## config.mk

```make
export PLATFORM = sky130hd
export DESIGN_NAME = toggle_pipe_ctrl
export DESIGN_NICKNAME = d
export VERILOG_FILES = /design/src/rtl/tpc_pkg.sv /design/src/rtl/tpc_celem.sv /design/src/rtl/tpc_stage.sv /design/src/rtl/toggle_pipe_ctrl.sv
export SDC_FILE = /design/constraint.sdc
export NUM_CORES = 1
export LEC_CHECK = 0
export CAP_MARGIN = 15
export CELL_PAD_IN_SITES_DETAIL_PLACEMENT = 1
export CELL_PAD_IN_SITES_GLOBAL_PLACEMENT = 2
export CORE_MARGIN = 8
export CORE_UTILIZATION = 35
export DETAILED_ROUTE_END_ITERATION = 16
export PLACE_DENSITY = 0.84
export SLEW_MARGIN = 20
export SYNTH_ARGS = -nofsm -noshare
export SYNTH_HDL_FRONTEND = slang
export SYNTH_SLANG_ARGS = --single-unit
```

## constraint.sdc

```tcl
create_clock -name clk -period 1.98 [get_ports clk]
set_input_delay 0.297 -clock clk [delete_from_list [all_inputs] [get_ports clk]]
set_output_delay 0.297 -clock clk [all_outputs]
set_load 0.01 [all_outputs]
```

## src/rtl/tpc_pkg.sv

```systemverilog
package tpc_pkg;

  // Next state of a Muller C-element: follow agreeing inputs, else hold.
  function automatic logic celem_next(input logic a, input logic b, input logic q);
    return (a == b) ? a : q;
  endfunction

  // A two-phase link carries an unconsumed event when its phases differ.
  function automatic logic link_pending(input logic req_ph, input logic ack_ph);
    return req_ph ^ ack_ph;
  endfunction

endpackage

```

## src/rtl/tpc_celem.sv

```systemverilog
module tpc_celem (
  input  logic clk,
  input  logic rst_n,
  input  logic a,
  input  logic b,
  output logic q,
  output logic q_nxt
);
  import tpc_pkg::*;

  assign q_nxt = celem_next(a, b, q);

  always_ff @(posedge clk) begin
    if (!rst_n) q <= 1'b0;
    else        q <= q_nxt;
  end
endmodule

```

## src/rtl/tpc_stage.sv

```systemverilog
module tpc_stage #(
  parameter int WIDTH = 8
) (
  input  logic             clk,
  input  logic             rst_n,
  input  logic             req_in,
  input  logic             ack_in,
  input  logic [WIDTH-1:0] d_in,
  output logic             req_out,
  output logic             fire,
  output logic [WIDTH-1:0] q_data
);
  logic c_nxt;

  tpc_celem u_c (
    .clk   (clk),
    .rst_n (rst_n),
    .a     (req_in),
    .b     (~ack_in),
    .q     (req_out),
    .q_nxt (c_nxt)
  );

  // Any change of the control phase, in either direction, loads one word.
  assign fire = c_nxt ^ req_out;

  always_ff @(posedge clk) begin
    if (!rst_n)    q_data <= '0;
    else if (fire) q_data <= d_in;
  end
endmodule

```

## src/rtl/toggle_pipe_ctrl.sv

```systemverilog
module toggle_pipe_ctrl #(
  parameter int STAGES = 4,
  parameter int WIDTH  = 8
) (
  input  logic             clk,
  input  logic             rst_n,
  input  logic             in_req,
  output logic             in_ack,
  input  logic [WIDTH-1:0] in_data,
  output logic             out_req,
  input  logic             out_ack,
  output logic [WIDTH-1:0] out_data
);
  localparam int LAST = STAGES - 1;

  // Named per-stage events for the checker.
  logic [STAGES-1:0] st_req_in;
  logic [STAGES-1:0] st_ack_in;
  logic [STAGES-1:0] st_ph;
  logic [STAGES-1:0] st_fire;
  logic [WIDTH-1:0]  st_d_in [STAGES];
  logic [WIDTH-1:0]  st_q    [STAGES];

  for (genvar i = 0; i < STAGES; i++) begin : g_stage
    if (i == 0) begin : g_head
      assign st_req_in[i] = in_req;
      assign st_d_in[i]   = in_data;
    end else begin : g_body
      assign st_req_in[i] = st_ph[i-1];
      assign st_d_in[i]   = st_q[i-1];
    end

    if (i == LAST) begin : g_tail
      assign st_ack_in[i] = out_ack;
    end else begin : g_mid
      assign st_ack_in[i] = st_ph[i+1];
    end

    tpc_stage #(.WIDTH(WIDTH)) u_stage (
      .clk     (clk),
      .rst_n   (rst_n),
      .req_in  (st_req_in[i]),
      .ack_in  (st_ack_in[i]),
      .d_in    (st_d_in[i]),
      .req_out (st_ph[i]),
      .fire    (st_fire[i]),
      .q_data  (st_q[i])
    );
  end

  assign in_ack   = st_ph[0];
  assign out_req  = st_ph[LAST];
  assign out_data = st_q[LAST];
endmodule

```

Yosys cells after proc, flatten, opt, wreduce, memory -nomap -nowiden
Index checks and enable logic that the tools add are counted.
{"block": "classes", "bitwise_logic": 8, "eq_ne": 4, "n_mux": 4}
{"operator": "== test 1 bit", "count": 4}
{"operator": "two-way mux 1 bit", "count": 4}
{"operator": "NOT 1 bit", "count": 4}
{"operator": "XOR 1 bit", "count": 4}
{"block": "word_totals", "wordCells": 24, "in_bits": 12, "ff_bits": 36, "out_inout_bits": 10}

Longest topological paths before layout
Gate-level depths: netlist of run 1.
{"block": "logic_depth", "depth_word": 4, "depth_mapped": 4, "ltp_nobuf": 3}

Cells and area by module
From an unflattened synthesis of run 1, not the netlist that was laid out.
{"block": "hier_totals", "hier_cells": 160, "hier_area_um2": 1531.5}
{"mod": "tpc_stage", "cells_each": 37, "n_inst": 4, "area_per_inst_um2": 345.3}
{"mod": "tpc_celem", "cells_each": 3, "n_inst": 4, "area_per_inst_um2": 37.5}

Worst setup path before layout of run 1
Ideal clock, no wire load.
{"block": "synth_path", "kind": "register -> register", "startpoint": "register g_stage[0].u_stage.u_c.q", "endpoint": "register g_stage[0].u_stage.q_data[0]", "t_arrival_ns": 1.103, "synth_period_minus_slack_ns": 1.175, "t_required_ns": 1.908, "setup_time_ns": 0.072, "path_stages_with_launch": 4, "path_slack_ns": 0.805, "path_cell_list": "dfxtp_1 > and2b_4 > a21oi_4 > mux2i_1"}
{"block": "synth_between", "elab_chain_len": 2}
{"element": "from (decl)", "line_no": "tpc_celem.sv:6", "text": "output logic q,"}
{"element": "from (signal assigned)", "line_no": "tpc_celem.sv:15", "text": "else q <= q_nxt;"}
{"element": "two-way mux 1 bit", "line_no": "tpc_pkg.sv:5", "text": "return (a == b) ? a : q;"}
{"element": "XOR 1 bit *", "line_no": "tpc_stage.sv:25", "text": "assign fire = c_nxt ^ req_out;"}
{"element": "to (signal assigned)", "line_no": "tpc_stage.sv:29", "text": "else if (fire) q_data <= d_in;"}
{"element": "to (decl)", "line_no": "tpc_stage.sv:11", "text": "output logic [WIDTH-1:0] q_data"}
Every way passes the cells marked *; elsewhere a longest branch is shown, timed or not.
A chain may end at the register's enable or synchronous reset.

Worst setup path in the final report of run 1
{"block": "layout_path", "startpoint": "register g_stage[0].u_stage.u_c.q", "endpoint": "output in_ack"}
{"element": "to (decl)", "line_no": "toggle_pipe_ctrl.sv:8", "text": "output logic in_ack,"}
No word-level cell between the ends.

==> results of run 1 <==
## routing by layer
| layer | GRT usage | share of wire | vias up |
|---|---|---|---|
| met5 | 0 | 0 | - |
| met4 | 0.0545 | 0.022 | 0 |
| met3 | 0.0480 | 0.048 | 7 |
| met2 | 0.150 | 0.46 | 18 |
| met1 | 0.114 | 0.47 | 454 |
| li1 | - | - | 516 |
## final timing paths
| path | startpoint | end | slack, ps | cells past startpoint |
|---|---|---|---|---|
| max reg2reg | g_stage[2].u_stage.u_c.q | g_stage[3].u_stage.q_data[4] | 550 | 3 |
| min reg2reg | g_stage[3].u_stage.q_data[2] | g_stage[3].u_stage.q_data[2] | 460 | 2 |
| max | g_stage[0].u_stage.u_c.q | in_ack | 270 | 1 |
| min | g_stage[3].u_stage.q_data[2] | g_stage[3].u_stage.q_data[2] | 460 | 2 |
## layout make-up
type | instances | area, um^2
Clock buffer | 6 | 72.6
Inverter | 1 | 3.75
Clock inverter | 2 | 35.0
Multi-Input combinational cell | 98 | 681
Fill cell | 441 | 2190
Tap cell | 50 | 62.6
Timing Repair Buffer | 22 | 230
Sequential cell | 36 | 721
## flip-flops by register name (all words and copies together) (netlist names)
| register | flops |
|---|---|
| g_stage.u_stage.q_data | 32 |
| g_stage.u_stage.u_c.q | 4 |
## power by group
part           switching (uW)  internal, uW
Sequential               35.3           758
Clock                     256           374
Combinational             100           113
Total                     391          1240
## cell usage in the layout (no fill, tap or decap), types with 2 or more instances in the layout
master and count:
o21ai_0 4, o21ai_4 2, mux2i_1 32, nand3b_1 2, nor3b_2 2, nor2_1 3, a21oi_4 2, dfxtp_1 36
nand2_1 43, clkbuf_8 5, clkdlybuf4s50_1 21, and2_1 3
## cell families after synthesis
family / count (synthesis) / share of synthesized area
and+or+nand+nor: 57 / 0.185
AOI/OAI and AO/OA: 9 / 0.0641
DFF: 36 / 0.499
buffers and inverters: 8 / 0.0295
muxes: 32 / 0.222
## stage by stage
stage	util	hold WS (ps)	setup WS, ps	cell area [um^2]
5_1_grt	0.451	489	181	1810
3_5_place_dp	0.424	459	277	1700
3_3_place_gp	0.424	446	375	1700
4_1_cts	0.451	471	245	1810
6_report	0.451	463	268	1810
2_1_floorplan	-	436	805	1440
==> results.yml, run 1 <==
detailed_routing:
  finalWirelength_mm: 2.81
  drt-initial-drc-count: 55
  drc: 0
  wl_per_cell_um: 13.0
  via_per_inst: 4.63
  vias: 995
  drt_pass1_iterations: 2
  final_antenna_net_count: 0
yosys:
  ys_ff_latch: 36
  synth_top_cell_by_area: "dfxtp_1"
  seq_area_frac_synth: 0.499
  yosysUniqueCellTypes: 20
  synth_nets: 154
  synth_area_leaders: "dfxtp_1, mux2i_1, nand2_1"
  synth-edff-count: 0
  synth_warnings: 0
  synth_top_area_share: 0.499
  syn_area_um2: 1440
  async_reset_ff_frac: 0
  avgSynthCellArea_um2: 10.2
  yosysMostFrequentCell: "nand2_1"
  syn_inst: 142
  synth_common_cells: "nand2_1, dfxtp_1, mux2i_1, clkbuf_1, o21ai_0"
  synth_flop_cell: "dfxtp_1"
worst_setup_path:
  cp_max_fo: 9
  path_delay_family: "buffers and inverters"
  cp_cell_sequence: "clkdlybuf4s50_1"
  critPathLaunchType: "flip-flop"
  crit_required_ps: 1680
  cpPeakStageDelay_ps: 610
  worstSetupPathType: "flip-flop to output pin"
  critPathBufInv: 1
  arrival_ps: 1410
  critPathSlowestCell: "clkdlybuf4s50_1"
  cp-end-kind: "output pin"
clock_tree:
  cts.reportedPaths.clkPinSlew_ps: 70
  h-tree-depth: 2
  clock-sinks: 36
  cts_hold_buffers: 0
  cts_resized: 0
  cts_tree: "yes"
  cts_setup_buffers: 0
  clk_latency_ps: 290
  clockBufferDepth: 2
  cts-root-buf: "clkbuf_8"
  numCtsBuffers: 5
floorplanning:
  num_io_pins: 22
  fp.dieW_um: 80.2
  core.rowCount: 23
  die-area_um2: 6440
  coreArea_um2: 4000
  chipHeight_um: 80.2
  initial_utilization: 0.361
timing:
  setup_tns_ps: 0
  clock-skew-final_ps: 9.11
  hold_viol: 0
  final_max_slew_viol_count: 0
  tightest_slew_ps: 455
  slew_headroom: 0.696
  fin_crit_ps: 1710
  setup_viol: 0
  rsz0062_at_grt: "no"
  finalCritPeriodShare: 0.865
  fmax_mhz: 584
final_layout:
  drive_gt1_frac: 0.0970
  final_nets: 176
  fin_cells: 215
  diodes: 0
  syn_to_final_growth_pct: 25.0
place:
  place.detailed.hpwl_mm: 1.99
  place_inst: 207
  gp_congestion: 0.711
  portBuffers: 21
power_and_ir_drop:
  total_power_uw: 1640
  power.density_nw_per_um2: 906
  p_leak_uw: 0.000724
  vdd_ir_drop_max_mv: 0.374
global_routing:
  antenna_found_initial: 0
  grt_pass1_vias: 1025
  grt_first_pass_wirelength_mm: 4.92
  grt_use_total: 0.0997
  grt_overflow_total: 0
  grt_max_degree: 45
min_path:
  hold_class: "flip-flop to flip-flop"
flow_run:
  cap_violations: 0
status:
  status: "complete, no violations"
Note: power is estimated with default switching activity, not from simulation.
==> inputs of run 2 (changes only) <==
CELL_PAD_IN_SITES_GLOBAL_PLACEMENT = 1   (was 2)
CORE_UTILIZATION = 43   (was 35)
==> run 2 against run 1 <==
Hold slack better by 2.8 ps. Non-clock buffer count unchanged. Worst setup slack worse by 82 ps. Sequential share of layout area up 1.5 points. Critical endpoint unchanged.
==> results.yml, run 2 (synthesis gave the netlist of run 1 again) <==
timing:
  final_max_slew_viol_count: 0
  rsz0062_at_grt: "no"
  tightest_slew_ps: 428
  fmax_mhz: 557
  fin_crit_ps: 1790
  setup_viol: 0
  slew_headroom: 0.714
  setup_tns_ps: 0
  clock-skew-final_ps: 5.87
  hold_viol: 0
  finalCritPeriodShare: 0.906
clock_tree:
  cts_tree: "yes"
  clock-sinks: 36
  clockBufferDepth: 2
  clk_latency_ps: 330
  h-tree-depth: 2
  cts.reportedPaths.clkPinSlew_ps: 100
  numCtsBuffers: 5
  cts_hold_buffers: 0
  cts_setup_buffers: 0
  cts-root-buf: "clkbuf_4"
  cts_resized: 0
final_layout:
  final_nets: 176
  seq_area_um2: 721
  syn_to_final_growth_pct: 20.5
  largest_reg_flops: 32
  diodes: 0
  fin_cells: 211
  nFillCells: 382
  largest_register: "g_stage.u_stage.q_data"
  multi_input_area_um2: 681
  drive_gt1_frac: 0.0909
  top_regs: "g_stage.u_stage.q_data (32), g_stage.u_stage.u_c.q (4)"
  final_common_cell: "nand2_1"
  final_cell_mix: "nand2_1, dfxtp_1, mux2i_1, clkdlybuf4s50_1, clkbuf_4"
floorplanning:
  die-area_um2: 5470
  core.rowCount: 21
  coreArea_um2: 3280
  fp.dieW_um: 73.9
  num_io_pins: 22
  chipHeight_um: 73.9
  initial_utilization: 0.440
power_and_ir_drop:
  p_sw_uw: 353
  internal_power_uw: 1040
  sw_frac_of_total: 0.253
  power.density_nw_per_um2: 803
  seq_power_share: 0.568
  p_comb_frac: 0.149
  power_frac_clock: 0.283
  p_leak_uw: 0.000697
  vdd_ir_drop_max_mv: 0.376
  total_power_uw: 1400
global_routing:
  grt_use_total: 0.106
  grt_overflow_total: 0
  grt_max_degree: 45
  antenna_found_initial: 0
  grt_first_pass_wirelength_mm: 4.52
  grt_pass1_vias: 1058
worst_setup_path:
  reg2reg_to: "g_stage[3].u_stage.q_data[4]"
  crit_required_ps: 1680
  critPathBufInv: 1
  r2r_cells: 3
  critPathLaunch: "g_stage[0].u_stage.u_c.q"
  worstSetupPathType: "flip-flop to output pin"
  r2r_slack_ps: 580
  critPathSlowestCell: "clkdlybuf4s50_1"
  arrival_ps: 1500
  path_delay_family: "buffers and inverters"
  cpPeakStageDelay_ps: 610
  cp-end-kind: "output pin"
  r2r_start: "g_stage[2].u_stage.u_c.q"
  cp_cell_sequence: "clkdlybuf4s50_1"
  cp_max_fo: 9
  critPathLaunchType: "flip-flop"
detailed_routing:
  wl_per_cell_um: 12.0
  final_antenna_net_count: 0
  drc: 0
  vias: 1001
  finalWirelength_mm: 2.54
  drt_pass1_iterations: 3
  via_per_inst: 4.74
  drt-initial-drc-count: 26
flow_run:
  cap_violations: 0
status:
  status: "complete, no violations"
place:
  place_inst: 203
  gp_congestion: 0.689
  place.detailed.hpwl_mm: 1.92
  portBuffers: 21
min_path:
  min_from: "g_stage[3].u_stage.q_data[7]"
  hold_end: "g_stage[3].u_stage.q_data[7]"
  hold_class: "flip-flop to flip-flop"
  hold_depth: 2
==> run 2: changes by cell type in the layout (fill, tap and decap cells not counted), sizes merged <==
cell | previous run | this run
bufinv | 1 | 0
clkbuf | 6 | 8
clkinv | 1 | 0
==> run 2: worst max path at each step <==
stage,slack [ps],cells past startpoint,to
detailed placement,260,4,g_stage[0].u_stage.q_data[6]
CTS,150,1,in_ack
global placement,390,4,g_stage[0].u_stage.q_data[7]
finish,190,1,in_ack
global route,120,1,in_ack
floorplan,810,3,g_stage[0].u_stage.q_data[0]
==> run 2: layer usage <==
| metal | GRT usage | routed length, um | vias up |
|---|---|---|---|
| met2 | 0.181 | 1220 | 23 |
| li1 | - | - | 520 |
| met1 | 0.104 | 1080 | 449 |
| met4 | 0.0865 | 91 | 0 |
| met5 | 0 | 0 | - |
| met3 | 0.0350 | 144 | 9 |
==> run 2: power groups by stage <==
stage                     registers [uW]  logic [uW]  clock network, uW
after floorplan                      790         180                  0
after global placement               805         201                  0
after detailed placement             810         212                  0
after CTS                            794         212                418
after global routing                 798         228                448
final                                793         208                395
==> run 2: layout make-up <==
cell class | count | share of cell area
Sequential cell | 36 | 0.414
Tap cell | 46 | 0.0331
Multi-Input combinational cell | 98 | 0.391
Timing Repair Buffer | 22 | 0.125
Clock buffer | 8 | 0.0338
Inverter | 1 | 0.00216
==> run 2: through the flow <==
stage	util	area (um^2)	hold slack, ps	setup slack (ps)
floorplan	-	1440	436	805
global placement	0.512	1680	446	386
detailed placement	0.512	1680	457	260
CTS	0.530	1740	471	153
global route	0.530	1740	501	117
finish	0.530	1740	465	186
==> inputs of run 3 (changes only) <==
CORE_MARGIN = default   (was 8)
==> run 3 against run 2 <==
Core utilization grew 2.8 points. Register-to-register slack lost 50 ps. Clock power grew 7.6%. Via count shrank 0.70%. Critical endpoint unchanged. Final cell count shrank 1.4%.
==> results.yml, run 3 (synthesis gave the netlist of run 1 again) <==
status:
  status: "complete, no violations"
floorplanning:
  die-area_um2: 3590
  core.rowCount: 20
  chipHeight_um: 59.9
  initial_utilization: 0.462
  coreArea_um2: 3130
  num_io_pins: 22
  fp.dieW_um: 59.9
place:
  place.detailed.hpwl_mm: 1.78
  gp_congestion: 0.641
  portBuffers: 21
timing:
  final_max_slew_viol_count: 0
  rsz0062_at_grt: "no"
  hold_viol: 0
  fmax_mhz: 559
  tightest_slew_ps: 469
  clock-skew-final_ps: 5.68
  slew_headroom: 0.687
  finalCritPeriodShare: 0.904
  setup_tns_ps: 0
  setup_viol: 0
  fin_crit_ps: 1790
global_routing:
  grt_max_degree: 45
  grt_overflow_total: 0
  grt_first_pass_wirelength_mm: 4.35
  grt_pass1_vias: 959
  antenna_found_initial: 0
  grt_use_total: 0.166
final_layout:
  drive_gt1_frac: 0.0976
  multi_input_area_um2: 681
  largest_register: "g_stage.u_stage.q_data"
  largest_reg_flops: 32
  top_regs: "g_stage.u_stage.q_data (32), g_stage.u_stage.u_c.q (4)"
  final_common_cell: "nand2_1"
  seq_area_um2: 721
  utilization: 0.557
  diodes: 0
  final_cell_mix: "nand2_1, dfxtp_1, mux2i_1, clkdlybuf4s50_1, clkbuf_4"
  syn_to_final_growth_pct: 20.7
  nFillCells: 363
  final_nets: 176
worst_setup_path:
  cpPeakStageDelay_ps: 620
  cp_cell_sequence: "clkdlybuf4s50_1"
  critPathBufInv: 1
  path_delay_family: "buffers and inverters"
  cp-end-kind: "output pin"
  r2r_slack_ps: 530
  critPathSlowestCell: "clkdlybuf4s50_1"
  crit_required_ps: 1680
  critPathLaunchType: "flip-flop"
  arrival_ps: 1490
  cp_max_fo: 9
  worstSetupPathType: "flip-flop to output pin"
detailed_routing:
  via_per_inst: 4.78
  wl_per_cell_um: 11.9
  drt-initial-drc-count: 23
  final_antenna_net_count: 0
  drt_pass1_iterations: 3
  finalWirelength_mm: 2.48
  drc: 0
  vias: 994
clock_tree:
  cts_tree: "yes"
  h-tree-depth: 2
  clock-sinks: 36
  cts-root-buf: "clkbuf_4"
  cts.reportedPaths.clkPinSlew_ps: 100
  cts_setup_buffers: 0
  cts_hold_buffers: 0
  numCtsBuffers: 5
  clockBufferDepth: 2
  clk_latency_ps: 330
  cts_resized: 0
flow_run:
  cap_violations: 0
power_and_ir_drop:
  vdd_ir_drop_max_mv: 0.408
  power.density_nw_per_um2: 818
  p_leak_uw: 0.000702
min_path:
  hold_class: "flip-flop to flip-flop"
==> run 3: changes by cell type in the layout (fill, tap and decap cells not counted), sizes merged <==
cell / change
clkbuf: -1
==> run 3: path summary, 6_finish.rpt <==
path	start	to	cells after the start
max reg2reg	g_stage[2].u_stage.u_c.q	g_stage[3].u_stage.q_data[5]	3
min reg2reg	g_stage[3].u_stage.q_data[7]	g_stage[3].u_stage.q_data[7]	2
min	g_stage[3].u_stage.q_data[7]	g_stage[3].u_stage.q_data[7]	2
max	g_stage[0].u_stage.u_c.q	in_ack	1
==> run 3: final cells by class <==
cell class | instances | area share
Multi-Input combinational cell | 98 | 0.391
Tap cell | 44 | 0.0316
Inverter | 1 | 0.00215
Sequential cell | 36 | 0.413
Clock buffer | 7 | 0.0373
Timing Repair Buffer | 22 | 0.125
==> run 3: metal layers <==
layer | up-vias | wire (um) | global-route usage
li1 | 515 | - | -
met1 | 450 | 1090 | 0.191
met2 | 25 | 1230 | 0.270
met3 | 4 | 124 | 0.0714
met4 | 0 | 39 | 0.0698
met5 | - | 0 | 0
==> run 3: metrics by stage <==
| step | power, uW | worst slack [ps] | hold slack (ps) | instance area [um^2] | instances |
|---|---|---|---|---|---|
| 3_3_place_gp | 1010 | 388 | 446 | 1680 | 201 |
| 2_1_floorplan | 971 | 805 | 436 | 1440 | 142 |
| 5_1_grt | 1510 | 97.0 | 487 | 1740 | 208 |
| 6_report | 1430 | 190 | 462 | 1740 | 208 |
| 3_5_place_dp | 1020 | 304 | 452 | 1680 | 201 |
| 4_1_cts | 1450 | 176 | 466 | 1740 | 208 |
==> run 3: tightest hold or removal path, cell delays in order, from the launching register on <==
cell and delay [ps]:
dfxtp_1 320, nand2_1 50, mux2i_1 50
==> run 3: where the power goes <==
| group | switching, uW | internal (uW) | total (uW) |
|---|---|---|---|
| Sequential | 36.6 | 758 | 794 |
| Combinational | 97.2 | 110 | 207 |
| Clock | 224 | 201 | 425 |
| Total | 358 | 1070 | 1430 |
